$ cat src/rtl/dtmf_pkg.sv
package dtmf_pkg;

    localparam int PH_W   = 5;
    localparam int SEG_N  = 32;
    localparam int Q_ONE  = 32768;

    typedef enum logic [1:0] {
        SQ_IDLE = 2'd0,
        SQ_TONE = 2'd1,
        SQ_GAP  = 2'd2
    } seq_t;

    typedef struct packed {
        logic [1:0] row;
        logic [1:0] col;
    } pair_t;

    // keypad position for a digit code
    function automatic pair_t digit_pair(input logic [3:0] c);
        pair_t p;
        case (c)
            4'd1:  p = '{row: 2'd0, col: 2'd0};
            4'd2:  p = '{row: 2'd0, col: 2'd1};
            4'd3:  p = '{row: 2'd0, col: 2'd2};
            4'd4:  p = '{row: 2'd1, col: 2'd0};
            4'd5:  p = '{row: 2'd1, col: 2'd1};
            4'd6:  p = '{row: 2'd1, col: 2'd2};
            4'd7:  p = '{row: 2'd2, col: 2'd0};
            4'd8:  p = '{row: 2'd2, col: 2'd1};
            4'd9:  p = '{row: 2'd2, col: 2'd2};
            4'd10: p = '{row: 2'd3, col: 2'd1};
            4'd11: p = '{row: 2'd3, col: 2'd0};
            4'd12: p = '{row: 2'd3, col: 2'd2};
            4'd13: p = '{row: 2'd0, col: 2'd3};
            4'd14: p = '{row: 2'd1, col: 2'd3};
            4'd15: p = '{row: 2'd2, col: 2'd3};
            default: p = '{row: 2'd3, col: 2'd3};
        endcase
        return p;
    endfunction

    // clock cycles per phase segment; is_col selects the high group
    function automatic int unsigned seg_len(input logic is_col, input logic [1:0] idx);
        int unsigned n;
        if (!is_col) begin
            case (idx)
                2'd0: n = 160;
                2'd1: n = 146;
                2'd2: n = 132;
                default: n = 118;
            endcase
        end else begin
            case (idx)
                2'd0: n = 92;
                2'd1: n = 84;
                2'd2: n = 76;
                default: n = 68;
            endcase
        end
        return n;
    endfunction

    // sin(k*pi/16) in Q15 for k = 0..8
    function automatic int quarter_q15(input int k);
        int v;
        case (k)
            0: v = 0;
            1: v = 6393;
            2: v = 12540;
            3: v = 18205;
            4: v = 23170;
            5: v = 27246;
            6: v = 30274;
            7: v = 32138;
            default: v = 32768;
        endcase
        return v;
    endfunction

    // signed offset from mid-scale for phase p, truncated toward zero
    function automatic int sine_off(input logic [PH_W-1:0] p, input int amp);
        int pi_;
        int k;
        int mag;
        pi_ = int'(p);
        if (pi_ < 8)        k = pi_;
        else if (pi_ < 16)  k = 16 - pi_;
        else if (pi_ < 24)  k = pi_ - 16;
        else                k = 32 - pi_;
        mag = (amp * quarter_q15(k)) / Q_ONE;
        return (pi_ < 16) ? mag : -mag;
    endfunction

endpackage

$ cat src/rtl/dtmf_seg_osc.sv
module dtmf_seg_osc
    import dtmf_pkg::*;
#(
    parameter int IS_COL = 0,
    parameter int DIV_W  = 8
) (
    input  logic            clk,
    input  logic            rst,
    input  logic            restart,
    input  logic            run,
    input  logic [1:0]      idx,
    output logic [PH_W-1:0] phase
);

    logic [DIV_W-1:0] div_q;
    logic [DIV_W-1:0] last_cnt;

    assign last_cnt = DIV_W'(seg_len(IS_COL != 0, idx) - 1);

    always_ff @(posedge clk) begin
        if (rst || restart || !run) begin
            div_q <= '0;
            phase <= '0;
        end else if (div_q == last_cnt) begin
            div_q <= '0;
            phase <= phase + 1'b1;
        end else begin
            div_q <= div_q + 1'b1;
        end
    end

endmodule

$ cat src/rtl/dtmf_burst_seq.sv
module dtmf_burst_seq
    import dtmf_pkg::*;
#(
    parameter int BURST_CYC = 182557
) (
    input  logic clk,
    input  logic rst,
    input  logic load,
    input  logic burst_n,
    input  logic cp_mode,
    output seq_t state,
    output logic ready
);

    localparam int CNT_W = $clog2(2 * BURST_CYC + 1);
    localparam logic [CNT_W-1:0] LAST_STD = CNT_W'(BURST_CYC - 1);
    localparam logic [CNT_W-1:0] LAST_CP  = CNT_W'(2 * BURST_CYC - 1);

    logic [CNT_W-1:0] cnt_q;
    logic [CNT_W-1:0] last_q;

    always_ff @(posedge clk) begin
        if (rst) begin
            state  <= SQ_IDLE;
            cnt_q  <= '0;
            last_q <= LAST_STD;
            ready  <= 1'b0;
        end else begin
            ready <= 1'b0;
            if (burst_n) begin
                state <= SQ_IDLE;
                cnt_q <= '0;
            end else if (load) begin
                state  <= SQ_TONE;
                cnt_q  <= '0;
                last_q <= cp_mode ? LAST_CP : LAST_STD;
            end else begin
                case (state)
                    SQ_TONE: begin
                        if (cnt_q == last_q) begin
                            state <= SQ_GAP;
                            cnt_q <= '0;
                        end else begin
                            cnt_q <= cnt_q + 1'b1;
                        end
                    end
                    SQ_GAP: begin
                        if (cnt_q == last_q) begin
                            state <= SQ_IDLE;
                            cnt_q <= '0;
                            ready <= 1'b1;
                        end else begin
                            cnt_q <= cnt_q + 1'b1;
                        end
                    end
                    default: begin
                        state <= SQ_IDLE;
                        cnt_q <= '0;
                    end
                endcase
            end
        end
    end

endmodule

$ cat src/rtl/dtmf_mixer.sv
module dtmf_mixer
    import dtmf_pkg::*;
#(
    parameter int TW   = 8,
    parameter int A_LO = 100,
    parameter int A_HI = 126
) (
    input  logic            clk,
    input  logic            rst,
    input  logic            gate,
    input  logic            single,
    input  logic            col_sel,
    input  logic [PH_W-1:0] ph_row,
    input  logic [PH_W-1:0] ph_col,
    output logic [TW:0]     sample
);

    localparam int          MID_T = 2 ** (TW - 1);
    localparam logic [TW-1:0] MID_E = TW'(MID_T);
    localparam logic [TW:0]   MID_S = (TW + 1)'(2 * MID_T);

    logic [PH_W-1:0] ph_arr [2];
    logic [TW-1:0]   ent    [2];
    logic [TW-1:0]   lo_use;
    logic [TW-1:0]   hi_use;
    logic [TW:0]     sum;

    assign ph_arr[0] = ph_row;
    assign ph_arr[1] = ph_col;

    for (genvar g = 0; g < 2; g++) begin : g_tab
        localparam int AMP = (g == 0) ? A_LO : A_HI;
        assign ent[g] = TW'(MID_T + sine_off(ph_arr[g], AMP));
    end

    always_comb begin
        lo_use = (single && col_sel)  ? MID_E : ent[0];
        hi_use = (single && !col_sel) ? MID_E : ent[1];
        sum    = {1'b0, lo_use} + {1'b0, hi_use};
    end

    always_ff @(posedge clk) begin
        if (rst)       sample <= MID_S;
        else if (gate) sample <= sum;
        else           sample <= MID_S;
    end

endmodule

$ cat src/rtl/dtmf_synth.sv
module dtmf_synth
    import dtmf_pkg::*;
#(
    parameter int TW        = 8,
    parameter int A_LO      = 100,
    parameter int BURST_CYC = 182557
) (
    input  logic        clk,
    input  logic        rst,
    input  logic        load_i,
    input  logic [3:0]  code_i,
    input  logic        tone_en_i,
    input  logic        burst_n_i,
    input  logic        cp_mode_i,
    input  logic        single_i,
    input  logic        col_sel_i,
    output logic [TW:0] sample_o,
    output logic        ready_o
);

    localparam int A_HI  = (A_LO * 126) / 100;
    localparam int DIV_W = $clog2(161);

    logic [3:0]      code_q;
    pair_t           pair;
    seq_t            seq_state;
    logic            gate;
    logic [1:0]      grp_idx [2];
    logic [PH_W-1:0] phase_q [2];

    always_ff @(posedge clk) begin
        if (rst)         code_q <= '0;
        else if (load_i) code_q <= code_i;
    end

    assign pair       = digit_pair(code_q);
    assign grp_idx[0] = pair.row;
    assign grp_idx[1] = pair.col;
    assign gate       = tone_en_i && (burst_n_i || (seq_state == SQ_TONE));

    for (genvar g = 0; g < 2; g++) begin : g_osc
        dtmf_seg_osc #(
            .IS_COL (g),
            .DIV_W  (DIV_W)
        ) osc_i (
            .clk     (clk),
            .rst     (rst),
            .restart (load_i),
            .run     (gate),
            .idx     (grp_idx[g]),
            .phase   (phase_q[g])
        );
    end

    dtmf_burst_seq #(
        .BURST_CYC (BURST_CYC)
    ) seq_i (
        .clk     (clk),
        .rst     (rst),
        .load    (load_i),
        .burst_n (burst_n_i),
        .cp_mode (cp_mode_i),
        .state   (seq_state),
        .ready   (ready_o)
    );

    dtmf_mixer #(
        .TW   (TW),
        .A_LO (A_LO),
        .A_HI (A_HI)
    ) mix_i (
        .clk     (clk),
        .rst     (rst),
        .gate    (gate),
        .single  (single_i),
        .col_sel (col_sel_i),
        .ph_row  (phase_q[0]),
        .ph_col  (phase_q[1]),
        .sample  (sample_o)
    );

endmodule

$ cat config.mk
export PLATFORM = sky130hd
export DESIGN_NAME = dtmf_synth
export DESIGN_NICKNAME = d
export VERILOG_FILES = /design/src/rtl/dtmf_pkg.sv /design/src/rtl/dtmf_seg_osc.sv /design/src/rtl/dtmf_burst_seq.sv /design/src/rtl/dtmf_mixer.sv /design/src/rtl/dtmf_synth.sv
export SDC_FILE = /design/constraint.sdc
export NUM_CORES = 1
export LEC_CHECK = 0
export BUFFER_PORTS_ARGS = -buffer_cell sky130_fd_sc_hd__buf_2
export CAP_MARGIN = 40
export CORE_MARGIN = 3
export CORE_UTILIZATION = 55
export DETAILED_ROUTE_END_ITERATION = 8
export PLACE_DENSITY_LB_ADDON = 0.05
export SETUP_SLACK_MARGIN = 0.2
export SLEW_MARGIN = 0
export SYNTH_ARGS = -nofsm -noshare
export SYNTH_HDL_FRONTEND = slang
export SYNTH_HIERARCHICAL = 1
export SYNTH_SLANG_ARGS = --single-unit
$ cat constraint.sdc
create_clock -name clk -period 22.1 [get_ports clk]
set_clock_uncertainty 0.1 [all_clocks]
set_input_delay 4.42 -clock clk [delete_from_list [all_inputs] [get_ports clk]]
set_output_delay 4.42 -clock clk [all_outputs]
set_load 0.03 [all_outputs]
* After elaboration in Yosys (flattened, before gate mapping) *
Memories as Yosys holds them, arrays and structs flattened. A register that Yosys moved wholly into a read port is not among the register bits.
Cells that the tools add are included.

cells by class
  add/sub/neg operators = 20
  multipliers = 2
  $lt $le $gt $ge = 6
  eq/ne operators = 13
  mux-type cells = 22
  bitwise logic cells = 6
  reductions and logical operators = 25

operators by type and width
  operator               count
  $mux 32                8
  $logic_not 29->1       2
  $mul 6x32->30 const A  1
  $mul 7x32->31 const A  1
  $mux 8                 4
  $pmux 8 s3             1
  $lt 5x5->1 const B     4
  $add 19x1->19 const B  1
  $eq 19x19->1           1
  $mux 19                1
  $add 8x1->8            2
  $add 8x1->8 const B    2
  $add 8x8->8 const A    2
  $eq 8x8->1             2
  $neg 8->8              2
  $pmux 5 s3             1
  $reduce_or 14->1       1
  $sub 6x5->7 const A    2
  $reduce_or 13->1       1
  $sub 5x5->6 const A    2
  $sub 5x5->6 const B    2
  $add 5x1->5 const B    2
  $lt 5x4->1 const B     2
  $reduce_or 2->1        5
  other kinds (21)       42

word-level totals
  register bits after elaboration = 80
  memory bits (read-only) = 304
  output and inout bits = 10
  memories = 3

memory list
  memory            words  bits a word  rd ports  clocked after memory_dff  wr ports  line            source
  (name not given)  8      15           1         0                         0         dtmf_pkg.sv:66  case (k)
  (name not given)  8      15           1         0                         0         dtmf_pkg.sv:66
  (name not given)  16     4            1         1                         0         dtmf_pkg.sv:21  case (c)

* Depth between registers and ports, before layout *
  depth in word-level cells = 15
  gate-level depth with buffers = 38
  mapped depth without buffers = 38

* By module *
Netlist, hierarchy kept.

modules (own cells, without submodules)
  module                         times used  cells each  area each (um^2)
  dtmf_mixer                     1           630         5108.6
  dtmf_burst_seq                 1           131         1184.9
  dtmf_seg_osc (g_osc[0].osc_i)  1           77          693.2
  dtmf_seg_osc (g_osc[1].osc_i)  1           62          569.3
  dtmf_synth                     1           51          494.2

* Worst setup path before layout *
Ideal clock, no wire load.

  path type = register to register
  from = register g_osc[1].osc_i.phase[0]
  to = register mix_i.sample[7]
  arrival time = 7.794 ns
  data required time = 21.874 ns
  setup slack = 14.080 ns
  stages on the path, launching flop included = 36
  path buffers = 0
  clock period less this slack = 8.020 ns
  cell sequence = dfxtp_1 inv_1 ha_1 nand2_1 o21ai_0 inv_1 ha_1 nor3_1 nor2_1 inv_1 ha_1 fa_1 fa_1 inv_1 fa_1 inv_1 ha_1 nand3_1 o221ai_1 a221o_1 a211oi_1 o21bai_1 xnor2_1 ha_1 nand2_1 o21ai_0 nor2b_1 ha_1 a21o_1 a21oi_1 o21bai_1 a21oi_1 o21bai_1 a21oi_1 xor2_1 nor2_1

between the ends
  word-level cells in the longest chain between the ends = 15
  elaborated cells between the ends (all ways) = 21
  classes of those cells = add/sub (7); mul (1); order compare (3); mux (6); bitwise (1); reduce/logical (2); memory (1)

ends and longest elaborated chain
  element                                                  line                source
  from (decl)                                              dtmf_seg_osc.sv:12  output logic [PH_W-1:0] phase
  from (signal assigned)                                   dtmf_seg_osc.sv:26  phase <= phase + 1'b1;
  $sub 6x5->7, or another cell as far along                dtmf_pkg.sv:89      else k = 32 - pi_;
  $mux 32                                                  dtmf_pkg.sv:88      else if (pi_ < 24) k = pi_ - 16;
  $mux 32                                                  dtmf_pkg.sv:87      else if (pi_ < 16) k = 16 - pi_;
  $mux 32                                                  dtmf_pkg.sv:86      if (pi_ < 8) k = pi_;
  $mem_v2 8x15 / $logic_not 29->1 (equally long branches)  --
  $mux 32                                                  dtmf_pkg.sv:66
  $mul 7x32->31                                            dtmf_pkg.sv:90      mag = (amp * quarter_q15(k)) / Q_ONE;
  $reduce_or 14->1 (no line)                               --
  $and 1x1->1 (no line)                                    --
  $add 8x1->8 (no line)                                    --
  $neg 8->8                                                dtmf_pkg.sv:91      return (pi_ < 16) ? mag : -mag;
  $mux 8 (*)                                               dtmf_pkg.sv:91
  $add 8x8->8 (*)                                          dtmf_mixer.sv:33    assign ent[g] = TW'(MID_T + sine_off(ph_arr[g], AMP));
  $mux 8 (*)                                               dtmf_mixer.sv:38    hi_use = (single && !col_sel) ? MID_E : ent[1];
  $add 8x8->9 (*)                                          dtmf_mixer.sv:39    sum = {1'b0, lo_use} + {1'b0, hi_use};
  to (signal assigned)                                     dtmf_mixer.sv:44    else if (gate) sample <= sum;
  to (decl)                                                dtmf_mixer.sv:15    output logic [TW:0] sample

Every way passes the cells marked *; elsewhere a longest branch is shown, timed or not.
A chain may end at the register's enable or synchronous reset.

* Worst setup path after layout *
Same ends and word-level chain as after synthesis.

==> flow_summary.yaml <==
clock_network:
  post_cts.resized_instances: 0
  clk_latency_ps: 340
  cts_tree: "built"
  clockRootBuffer: "clkbuf_16"
  postCtsSetupRepairBufs: 0
  htree_levels: 3
  postCtsHoldBufs: 0
  cts_buffers: 9
  cts_buffer_depth: 2
  cts.clk_slew.worst_paths_ps: 60
  clkSinkCount: 67
timing:
  worst_pin_slew_ps: 990
  whs_ps: 381
  max_slew_margin_pct: 33.5
  setup_viol: 0
  grt_setup_unrepaired: "no"
  fin_crit_ps: 9140
  finalHoldViolations: 0
  tns_ps: 0
  drv_slew: 0
  max_freq_ghz: 0.109
  finalCritPeriodShare_pct: 41.4
drt:
  avgViaCountPerCell: 5.53
  drt_iter0_markers: 279
  wire_per_inst_um: 13.7
  routed-via-count: 6342
  ant_nets: 0
  wl_um: 15700
  dr.pass1.iters: 5
  drcViolationCount: 0
worst_setup_path:
  critPathLaunchType: "flop"
  required_ps: 22210
  critPathMostFrequentCell: "ha_1"
  max_stage_delay_ps: 800
  crit_type: "flop to flop"
  reg2reg_depth: 35
  slowest_stage: "nor3_1"
  crit_path_max_fanout: 11
  end_kind: "flop"
  regToRegStartpoint: "g_osc[1].osc_i/phase[0]"
  rrSetupSlack_ps: 12960
  r2r_end: "mix_i/sample[7]"
  crit_arrival_ps: 9250
global_route:
  grt_pass1_vias: 6141
  grt_pass1_wl_um: 27400
  grt_overflow: 0
  grt_max_degree: 25
  antenna_found_initial: 0
  grt_util_all_layers_pct: 20.1
placed_design:
  io_buffer_count: 21
  dpl_cell_area_um2: 8290
  hpwl_um: 12900
  globalplace.congestion: 0.871
synth:
  syn_nets: 1146
  ys_async_sr_fraction_pct: 0
  synth_area_per_cell_um2: 8.47
  ys_warn_count: 6
  synth-seq-cells: 67
  synth_flop_cell: "dfxtp_1"
  synth_enable_flop_cells: 0
  seq_area_frac_synth_pct: 16.7
  yosysUniqueCellTypes: 84
  synthCells: 951
  synth_area_um2: 8050
layout:
  nets: 1156
  design_area_um2: 8570
  final_common_cell: "inv_1"
  drive_gt1_share_pct: 7.87
  synthToLayoutAreaGrowth_pct: 6.48
  layout_common_cells: "135 x inv_1, 132 x ha_1, 103 x nor2_1"
  antenna_cells: 0
hold_path:
  worstHoldEndpoint: "g_osc[1].osc_i/div_q[0]"
  min_from: "g_osc[1].osc_i/div_q[0]"
  hold_path_class: "flop to flop"
  whs_path_depth: 1
power:
  p_leak_nw: 4.40
  power_density_nw_per_um2: 32.3
  ir_drop_v: 0.0000304
floorplanning:
  dieArea_um2: 16100
  ioPinCount: 22
  initial_utilization_pct: 57.1
  die_w_um: 127
  core_region_area_um2: 14100
  rows: 43
  fp.dieH_um: 127
run_status:
  status: "finished clean"
flow_run:
  maxCapViolCount: 0
==> per-layer routing <==
metal | vias up | global-route usage (%) | wire [um]
met5 | - | 0 | 0
met4 | 0 | 4.23 | 163
met3 | 15 | 3.72 | 566
met2 | 105 | 35.1 | 7710
met1 | 3008 | 26.2 | 7300
li1 | 3214 | - | -
==> cell usage after synthesis, types with 8 or more instances <==
library cell  instances  area [um2]
a21oi_1              46         230
ha_1                132        1650
xnor2_1              44         385
a21o_1               16         120
fa_1                 51        1020
xor2_1               34         298
o21ai_0              30         150
dfxtp_1              67        1340
nand2_1              54         203
nand2b_1             11        68.8
and2_1                8        50.1
nor3_1               19        95.1
o31ai_1               9        67.6
nor2_1              103         387
inv_1               135         507
or3_1                 9        56.3
clkbuf_1             17        63.8
nand3_1              27         135
and3_1                9        56.3
nor2b_1               8        50.1
==> worst max-delay path by stage <==
stage               cells after the start              end                    start
floorplan                              35  mix_i/sample[7]  g_osc[1].osc_i/phase[0]
global placement                       35  mix_i/sample[7]  g_osc[1].osc_i/phase[0]
detailed placement                     35  mix_i/sample[7]  g_osc[1].osc_i/phase[0]
CTS                                    35  mix_i/sample[7]  g_osc[1].osc_i/phase[0]
global route                           35  mix_i/sample[7]  g_osc[1].osc_i/phase[0]
finish                                 35  mix_i/sample[7]  g_osc[1].osc_i/phase[0]
==> cell type report <==
| class | instances | area [um2] |
|---|---|---|
| inverters | 136 | 510 |
| repair buffers | 24 | 131 |
| fillers | 1248 | 5520 |
| flip-flops and latches | 67 | 1340 |
| clock inverters | 5 | 37.5 |
| multi-input cells | 723 | 6080 |
| clock buffers | 11 | 243 |
| well taps | 180 | 225 |
==> per-stage QoR <==
| stage | total power [mW] | util, % | cells | worst slack (ps) |
|---|---|---|---|---|
| floorplan | 0.140 | - | 951 | 14080 |
| global placement | 0.144 | 58.7 | 1129 | 13490 |
| detailed placement | 0.144 | 58.8 | 1130 | 13060 |
| CTS | 0.282 | 60.8 | 1146 | 13040 |
| global route | 0.289 | 60.8 | 1146 | 12290 |
| finish | 0.277 | 60.8 | 1146 | 12960 |
==> state kept, by name, summed over array words and instances, names as in the netlist <==
| name | flops |
|---|---|
| seq_i/ready | 1 |
| seq_i/last_q | 2 |
| g_osc.osc_i/div_q | 16 |
| seq_i/cnt_q | 19 |
| g_osc.osc_i/phase | 10 |
| mix_i/sample | 9 |
| grp_idx | 4 |
| code_q | 4 |
| seq_i/state | 2 |
==> cells by family (layout without fill, tap and decap cells) <==
logic type | Yosys count | count (layout) | synth area share [%]
compound gates | 154 | 154 | 13.1
xor+xnor | 81 | 81 | 9.09
fa+ha+maj | 183 | 183 | 33.2
buf+inv | 161 | 176 | 7.85
flops | 67 | 67 | 16.7
mux | 9 | 9 | 1.34
other cells | 1 | 1 | 0.0466
simple gates | 295 | 295 | 18.7
==> critical path: cells and delay by family (launching register included) <==
kind | cells | cell delay [ps]
fa+ha+maj | 9 | 3280
buf+inv | 5 | 670
simple gates | 7 | 1520
xor+xnor | 2 | 320
compound gates | 12 | 2520
flops | 1 | 570
==> where the power goes <==
part           total [mW]  internal [mW]  switching (mW)
Combinational      0.0174        0.00736          0.0101
Clock               0.135         0.0794          0.0561
Sequential          0.124          0.123         0.00161
Total               0.277          0.209          0.0677
Note: power is estimated with default switching activity, not from simulation.
